===== src/rtl/spi_flag_pkg.sv =====
package spi_flag_pkg;

    localparam int NFLAG   = 4;
    localparam int IX_MODF = 0;
    localparam int IX_OVR  = 1;
    localparam int IX_WCOL = 2;
    localparam int IX_SPIF = 3;

    // flags cleared through an armed two-step sequence (overrun clears in one step)
    localparam logic [NFLAG-1:0] TWO_STEP_MASK = 4'b1101;

    typedef enum logic [1:0] {
        REG_CSR  = 2'd0,
        REG_DR   = 2'd1,
        REG_CR   = 2'd2,
        REG_NONE = 2'd3
    } reg_sel_e;

    typedef struct packed {
        logic csr_rd;
        logic csr_wr;
        logic dr_rd;
        logic dr_wr;
        logic cr_wr;
    } bus_acc_t;

    typedef struct packed {
        logic sod;
        logic ssm;
        logic ssi;
    } ctl_bits_t;

    function automatic logic [7:0] pack_csr(input logic [NFLAG-1:0] fl, input ctl_bits_t c);
        return {fl, 1'b0, c};
    endfunction

endpackage


===== src/rtl/spi_bus_decode.sv =====
module spi_bus_decode
    import spi_flag_pkg::*;
#(
    parameter int ADDR_W = 3,
    parameter int A_CSR  = 0,
    parameter int A_DR   = 1,
    parameter int A_CR   = 2
) (
    input  logic              bus_rd,
    input  logic              bus_wr,
    input  logic [ADDR_W-1:0] bus_addr,
    output bus_acc_t          acc
);
    reg_sel_e sel;

    always_comb begin
        if (bus_addr == ADDR_W'(A_CSR))     sel = REG_CSR;
        else if (bus_addr == ADDR_W'(A_DR)) sel = REG_DR;
        else if (bus_addr == ADDR_W'(A_CR)) sel = REG_CR;
        else                                sel = REG_NONE;
    end

    always_comb begin
        acc        = '0;
        acc.csr_rd = bus_rd && (sel == REG_CSR);
        acc.csr_wr = bus_wr && (sel == REG_CSR);
        acc.dr_rd  = bus_rd && (sel == REG_DR);
        acc.dr_wr  = bus_wr && (sel == REG_DR);
        acc.cr_wr  = bus_wr && (sel == REG_CR);
    end
endmodule


===== src/rtl/spi_flag_events.sv =====
module spi_flag_events
    import spi_flag_pkg::*;
(
    input  logic             clk,
    input  logic             rst,
    input  bus_acc_t         acc,
    input  logic             xfer_done,
    input  logic             rx_ready,
    input  logic             tx_busy,
    input  logic             ss_n,
    input  logic             master,
    input  logic             spif_now,
    output logic [NFLAG-1:0] set_evt,
    output logic [NFLAG-1:0] arm_req,
    output logic [NFLAG-1:0] clr_req
);
    logic ss_q;

    always_ff @(posedge clk) begin
        if (rst) ss_q <= 1'b1;
        else     ss_q <= ss_n;
    end

    always_comb begin
        set_evt          = '0;
        set_evt[IX_SPIF] = xfer_done;
        set_evt[IX_WCOL] = acc.dr_wr && tx_busy;
        set_evt[IX_OVR]  = rx_ready && spif_now;
        set_evt[IX_MODF] = master && !ss_n && ss_q;

        arm_req          = '0;
        arm_req[IX_SPIF] = acc.csr_rd;
        arm_req[IX_WCOL] = acc.csr_rd;
        arm_req[IX_MODF] = acc.csr_rd || acc.csr_wr;

        clr_req          = '0;
        clr_req[IX_SPIF] = acc.dr_rd || acc.dr_wr;
        clr_req[IX_WCOL] = acc.dr_rd || acc.dr_wr;
        clr_req[IX_OVR]  = acc.csr_rd;
        clr_req[IX_MODF] = acc.cr_wr;
    end
endmodule


===== src/rtl/spi_seq_flag.sv =====
module spi_seq_flag #(
    parameter bit TWO_STEP = 1'b1
) (
    input  logic clk,
    input  logic rst,
    input  logic set_evt,
    input  logic arm_req,
    input  logic clr_req,
    output logic flag,
    output logic armed
);
    generate
        if (TWO_STEP) begin : g_two_step
            logic flag_q, arm_q;
            always_ff @(posedge clk) begin
                if (rst) begin
                    flag_q <= 1'b0;
                    arm_q  <= 1'b0;
                end else if (set_evt) begin
                    flag_q <= 1'b1;
                    arm_q  <= 1'b0;
                end else if (arm_q && clr_req) begin
                    flag_q <= 1'b0;
                    arm_q  <= 1'b0;
                end else if (arm_req && flag_q) begin
                    arm_q  <= 1'b1;
                end
            end
            assign flag  = flag_q;
            assign armed = arm_q;
        end else begin : g_one_step
            logic flag_q;
            always_ff @(posedge clk) begin
                if (rst)          flag_q <= 1'b0;
                else if (set_evt) flag_q <= 1'b1;
                else if (clr_req) flag_q <= 1'b0;
            end
            assign flag  = flag_q;
            assign armed = 1'b0;
            logic unused_arm;
            assign unused_arm = arm_req;
        end
    endgenerate
endmodule


===== src/rtl/spi_ctl_bits.sv =====
module spi_ctl_bits
    import spi_flag_pkg::*;
(
    input  logic      clk,
    input  logic      rst,
    input  bus_acc_t  acc,
    input  logic [2:0] wdata,
    input  logic      spi_en,
    input  logic      master,
    output ctl_bits_t ctl,
    output logic      mosi_oe,
    output logic      miso_oe
);
    ctl_bits_t ctl_q;

    always_ff @(posedge clk) begin
        if (rst)             ctl_q <= '0;
        else if (acc.csr_wr) ctl_q <= ctl_bits_t'(wdata);
    end

    logic drive_ok;
    assign drive_ok = spi_en && !ctl_q.sod;
    assign mosi_oe  = drive_ok && master;
    assign miso_oe  = drive_ok && !master;
    assign ctl      = ctl_q;
endmodule


===== src/rtl/spi_flag_ctrl.sv =====
module spi_flag_ctrl
    import spi_flag_pkg::*;
#(
    parameter int ADDR_W = 3,
    parameter int A_CSR  = 0,
    parameter int A_DR   = 1,
    parameter int A_CR   = 2
) (
    input  logic              clk,
    input  logic              rst,
    input  logic              bus_rd,
    input  logic              bus_wr,
    input  logic [ADDR_W-1:0] bus_addr,
    input  logic [7:0]        bus_wdata,
    output logic [7:0]        csr_rdata,
    output logic              dr_wr_en,
    input  logic              eng_xfer_done,
    input  logic              eng_rx_ready,
    input  logic              eng_tx_busy,
    input  logic              eng_ss_n,
    input  logic              eng_master,
    input  logic              cfg_spi_en,
    input  logic              cfg_irq_en,
    output logic              irq,
    output logic              mosi_oe,
    output logic              miso_oe,
    output logic              ssm_en,
    output logic              ssi_lvl
);
    bus_acc_t         acc;
    ctl_bits_t        ctl;
    logic [NFLAG-1:0] flags, armed, set_evt, arm_req, clr_req;
    logic             spif_armed;

    spi_bus_decode #(
        .ADDR_W(ADDR_W), .A_CSR(A_CSR), .A_DR(A_DR), .A_CR(A_CR)
    ) u_dec (
        .bus_rd(bus_rd), .bus_wr(bus_wr), .bus_addr(bus_addr), .acc(acc)
    );

    spi_flag_events u_evt (
        .clk(clk), .rst(rst), .acc(acc),
        .xfer_done(eng_xfer_done), .rx_ready(eng_rx_ready), .tx_busy(eng_tx_busy),
        .ss_n(eng_ss_n), .master(eng_master), .spif_now(flags[IX_SPIF]),
        .set_evt(set_evt), .arm_req(arm_req), .clr_req(clr_req)
    );

    for (genvar i = 0; i < NFLAG; i++) begin : g_flag
        spi_seq_flag #(.TWO_STEP(TWO_STEP_MASK[i])) u_flag (
            .clk(clk), .rst(rst),
            .set_evt(set_evt[i]), .arm_req(arm_req[i]), .clr_req(clr_req[i]),
            .flag(flags[i]), .armed(armed[i])
        );
    end

    spi_ctl_bits u_ctl (
        .clk(clk), .rst(rst), .acc(acc), .wdata(bus_wdata[2:0]),
        .spi_en(cfg_spi_en), .master(eng_master),
        .ctl(ctl), .mosi_oe(mosi_oe), .miso_oe(miso_oe)
    );

    assign spif_armed = armed[IX_SPIF];
    assign dr_wr_en   = acc.dr_wr && !(flags[IX_SPIF] && !spif_armed);
    assign irq        = cfg_irq_en && (flags[IX_SPIF] || flags[IX_OVR] || flags[IX_MODF]);
    assign csr_rdata  = pack_csr(flags, ctl);
    assign ssm_en     = ctl.ssm;
    assign ssi_lvl    = ctl.ssi;

    logic unused_bits;
    assign unused_bits = ^{bus_wdata[7:3], armed[IX_WCOL], armed[IX_MODF], armed[IX_OVR]};
endmodule


===== config.mk =====
export PLATFORM = sky130hd
export DESIGN_NAME = spi_flag_ctrl
export DESIGN_NICKNAME = d
export VERILOG_FILES = /design/src/rtl/spi_flag_pkg.sv /design/src/rtl/spi_bus_decode.sv /design/src/rtl/spi_flag_events.sv /design/src/rtl/spi_seq_flag.sv /design/src/rtl/spi_ctl_bits.sv /design/src/rtl/spi_flag_ctrl.sv
export SDC_FILE = /design/constraint.sdc
export NUM_CORES = 1
export LEC_CHECK = 0
export ABC_AREA = 1
export BUFFER_PORTS_ARGS = -buffer_cell sky130_fd_sc_hd__buf_2
export CAP_MARGIN = 20
export CORE_UTILIZATION = 41
export DETAILED_ROUTE_END_ITERATION = 8
export PLACE_DENSITY = 0.76
export REMOVE_ABC_BUFFERS = 1
export SLEW_MARGIN = 20
export SYNTH_ARGS = -nofsm -noshare
export SYNTH_HDL_FRONTEND = slang
export SYNTH_SLANG_ARGS = --single-unit

===== constraint.sdc =====
create_clock -name clk -period 1.04 [get_ports clk]
set_input_delay 0.156 -clock clk [delete_from_list [all_inputs] [get_ports clk]]
set_output_delay 0.156 -clock clk [all_outputs]
set_load 0.02 [all_outputs]

* Word-level counts from Yosys, hierarchy flattened
Cells that the tools add are included.
** Word-level totals
- Flip-flop bits (word level) :: 11
- Input port bits :: 22
- Output and inout port bits :: 14
- Logic and storage cells :: 65
** Cells by class
- Equal/unequal tests :: 4
- Multiplexer cells :: 11
- Reductions and logical operators :: 39
** Operators with widths (count)
- logical AND 1 bit :: 21
- two-way mux 1 bit :: 9
- OR reduction 3 bit :: 3
- nonzero test 2 bit :: 4
- zero test 1 bit :: 5
- logical OR 1 bit :: 4
- two-way mux 2 bit :: 2
- equality test 3 x 1 -> 1 bit, second input constant :: 1
- equality test 3 x 2 -> 1 bit, second input constant :: 1
- zero test 3 bit :: 1
- equality test 2 x 1 -> 1 bit, second input constant :: 1
- equality test 2 bit, second input constant :: 1
- zero test 2 bit :: 1

* Longest topological paths before layout
- Word-level depth :: 10
- Gate-level depth with buffers :: 7
- Mapped depth without buffers :: 7

* Hierarchy
Synthesis repeated with hierarchy kept, for this count alone.
** Second synthesis, totals
- Cell total of the unflattened synthesis :: 98
- Area total of the unflattened synthesis :: 621.8 um^2
** By module, submodules not included
- spi_seq_flag at g_flag[0].u_flag ... :: times used 3, cells an instance 10, area each 72.6 um^2, sequential area each 40.0 um^2
- spi_ctl_bits :: times used 1, cells an instance 22, area each 136.4 um^2, sequential area each 60.1 um^2
- spi_flag_events :: times used 1, cells an instance 18, area each 117.6 um^2, sequential area each 20.0 um^2
- spi_seq_flag at g_flag[1].u_flag :: times used 1, cells an instance 7, area each 51.3 um^2, sequential area each 20.0 um^2
- spi_flag_ctrl :: times used 1, cells an instance 9, area each 50.0 um^2, sequential area each 0.0 um^2
- spi_bus_decode :: times used 1, cells an instance 12, area each 48.8 um^2, sequential area each 0.0 um^2

* Worst setup path before layout
OpenSTA, ideal clock, no wires.
- Kind :: reg2out
- Start point :: reg u_ctl.ctl_q (netlist bit u_ctl.ctl[2])
- End point :: out miso_oe
- Data arrival time :: 0.771 ns
- Data required time :: 0.884 ns
- Path slack :: 0.113 ns
- Stages on the path, launching flop included :: 4
- Path buffers :: 0
- Cell sequence :: dfxtp_1 -> inv_1 -> nand2_1 -> nor2_1
** On the way
- Longest elaborated chain between the ends :: 3
** RTL lines
- from (decl) :: line spi_ctl_bits.sv:14 : ctl_bits_t ctl_q;
- from (signal assigned) :: line spi_ctl_bits.sv:18 : else if (acc.csr_wr) ctl_q <= ctl_bits_t'(wdata);
- zero test 1 bit :: line spi_ctl_bits.sv:22 : assign drive_ok = spi_en && !ctl_q.sod;
- logical AND 1 bit :: line spi_ctl_bits.sv:22
- logical AND 1 bit :: line spi_ctl_bits.sv:24 : assign miso_oe = drive_ok && !master;
- to (decl) :: line spi_flag_ctrl.sv:26 : output logic miso_oe,
Every way passes these cells.

* Final worst setup path
- Start point :: reg g_flag[3].u_flag.g_two_step.flag_q
- End point :: out irq
** On the way
- Longest elaborated chain between the ends :: 3
** RTL lines
- from (decl) :: line spi_seq_flag.sv:14 : logic flag_q, arm_q;
- from (signal assigned) :: line spi_seq_flag.sv:17 : flag_q <= 1'b0;
- from (signal assigned) :: line spi_seq_flag.sv:20 : flag_q <= 1'b1;
- from (signal assigned) :: line spi_seq_flag.sv:23 : flag_q <= 1'b0;
- logical OR 1 bit (2 in a row) :: line spi_flag_ctrl.sv:64 : assign irq = cfg_irq_en && (flags[IX_SPIF] || flags[IX_OVR] || flags[IX_MODF]);
- logical AND 1 bit :: line spi_flag_ctrl.sv:64
- to (decl) :: line spi_flag_ctrl.sv:24 : output logic irq,
Every way passes these cells.

==> metrics.cfg <==
[critical_path]
crit_chain=o31a_1, buf_6
crit_type=reg2out
arrival_ns=1.01
cp_slowest_stage_delay_ns=0.32
required_ns=0.88
crit_slowest_cell=dfxtp_2
cp-end-kind=output pin
critPathLaunchType=register
path_buf_inv=1
cp_max_fo=2
critPathTopFamily=flip-flops

[timing]
finalCritPeriodShare_pct=112
rsz0062_at_grt=yes
fin_crit_ns=1.17
hold_violations=0
fmax_mhz=858
whs_ns=0.0784
drv_slew=0
finClkSkew_ns=0.00514
setup-violations-final=4
totalNegativeSetupSlack_ns=-0.330
layout_setup_ws_ns=-0.126

[placement]
place_hpwl_um=975
place_ws_ns=0.102
placed_cells=121
gp_congestion=0.742
portBuffers=29

[synth]
syn_avg_cell_area_um2=7.25
synthSimpleGateAreaFrac_pct=33.7
synth_cells=83
synth_top_family_by_area=simple AND/OR/NAND/NOR gates
synth_seq_cells=11
synth_area_um2=602
synth_adder_area_share_pct=0
yosys-mux-area-fraction_pct=0
yosys_warnings=0
synth-seq-area-share_pct=36.6
synth_xor_xnor_area_share_pct=0
synth_compound_area_share_pct=8.94
ys_types=18

[finish]
drive_above_1_share_pct=46.8
antenna_cells=0
nets=134
synthToLayoutAreaGrowth_pct=36.4
finalNonFillerCells=126

[floorplan]
core_mm2=0.00133
die_h_um=40.3
dieWidth_um=40.3
ios=36
die_area_mm2=0.00162
initial_core_util_pct=45.1
num_rows=13

[route]
drt_iter0_markers=8
drc=0
via_per_inst=4.87
ant_nets=0
avgRoutedWirePerCell_um=11.4
vias=613
met1_length_um=606
wl_met3_um=99
wl_met2_um=718
top_layer=met4
dr.pass1.iters=4
wl_mm=1.44

[global_routing]
grt_usage_pct=16.0
antenna_found_initial=0
grt_pass1_wl_mm=1.70
grt_start_max_net_pins=9
grt_pass1_vias=421
overflow=0

[clocking]
cts.sinks=11
clk_latency_ns=0.27
htree_levels=1
root_buffer=clkbuf_4
cts_tree=yes
cts_buffers=3
cts_buffer_depth=2
ctsHoldBuffers=0
cts.clk_slew.worst_paths_ns=0.07

[power]
vdd_drop_max_mv=0.810
p_per_area_mw_per_mm2=1140
leakage_nw=0.405

[run]
cap_violations=0

[min_path]
hp-class=in2reg

[outcome]
status=finished with violations
violations=negative setup slack

## path summary, 6_finish.rpt
check | startpoint | cells past startpoint | slack [ns] | end
min reg2reg | u_ctl.ctl[0] | 2 | 0.48 | u_ctl.ctl[0]
max reg2reg | g_flag[0].u_flag.armed | 5 | 0.23 | g_flag[0].u_flag.flag
min | eng_ss_n | 3 | 0.08 | u_evt.ss_q
max | g_flag[3].u_flag.flag | 2 | -0.13 | irq
## timing repair
item                                    in CTS  in global routing
buffers inserted                             1                  0
endpoints found under the setup margin       5                  6
resized for setup                            7                 14
pin swaps                                    0                  1
## Yosys cell counts
cell | n | share of area, %
clkinv_4 | 1 | 1.5
buf_4 | 8 | 10
inv_1 | 12 | 7.5
o21ai_0 | 1 | 0.83
nor2_2 | 2 | 2.1
nor2_1 | 6 | 3.7
nand3_1 | 8 | 6.7
o31a_1 | 1 | 1.5
nand4_1 | 4 | 4.2
nand3_2 | 2 | 3.3
nand2_1 | 13 | 8.1
nor2_4 | 1 | 1.9
inv_2 | 1 | 0.62
dfxtp_1 | 11 | 37
clkbuf_1 | 1 | 0.62
nand2_4 | 2 | 3.7
a21oi_1 | 8 | 6.7
conb_1 | 1 | 0.62
## metrics by stage
step | utilization (%) | total power, W | instance area, um2
6_report | 61.5 | 0.000938 | 821
2_1_floorplan | - | 0.000537 | 538
3_3_place_gp | 54.3 | 0.000620 | 724
3_5_place_dp | 54.3 | 0.000622 | 724
4_1_cts | 58.2 | 0.000919 | 776
5_1_grt | 61.5 | 0.000981 | 821
## cell usage in the layout, fill, tap and decap left out, types with 2 or more instances in the layout
cell type	netlist	final
buf_2	0	23
nand2_1	13	12
inv_1	12	11
dfxtp_1	11	9
nand3_1	8	8
a21oi_1	8	7
buf_6	0	5
buf_4	8	5
nand4_1	4	4
nor2_1	6	4
nor2_4	1	3
nand2_4	2	3
clkbuf_4	0	3
inv_2	1	2
nand3_2	2	2
nor2_2	2	2
dfxtp_2	0	2
## cells by family (layout without fill, tap and decap cells)
group	after synthesis	in the layout
AND/OR/NAND/NOR	38	38
buffers and inverters	23	51
flip-flops	11	11
AO/OA/AOI/OAI	10	10
other	1	1
## layer usage
layer	vias to the layer above	GRT usage, %
met4	0	5.00
met3	2	6.67
met5	-	0
met2	24	25.8
li1	313	-
met1	274	19.3
## worst reg2reg max path, stage by stage (launching register included)
cell and delay, ns:
dfxtp_1 0.33, inv_1 0.04, nor2_1 0.07, nand4_1 0.10, nand2_1 0.09, a21oi_1 0.07
## state kept, by name (all words and copies together), names as in the netlist
signal and count:
g_flag.u_flag.armed 3, g_flag.u_flag.flag 4, u_ctl.ctl 3, u_evt.ss_q 1
## area by class of cell
| cell class | count | area (um2) |
|---|---|---|
| Fill cell | 115 | 513 |
| Multi-Input combinational cell | 49 | 287 |
| Sequential cell | 11 | 223 |
| Timing Repair Buffer | 33 | 209 |
| Inverter | 14 | 57.6 |
| Clock buffer | 4 | 26.3 |
| Tap cell | 15 | 18.8 |
## where the power goes
part	total (W)	internal [W]	switching, W
logic	0.000202	0.0000850	0.000117
clock network	0.000292	0.000148	0.000144
registers	0.000444	0.000436	0.00000855
total	0.000938	0.000669	0.000269
Power figures use the tool's default switching activity.
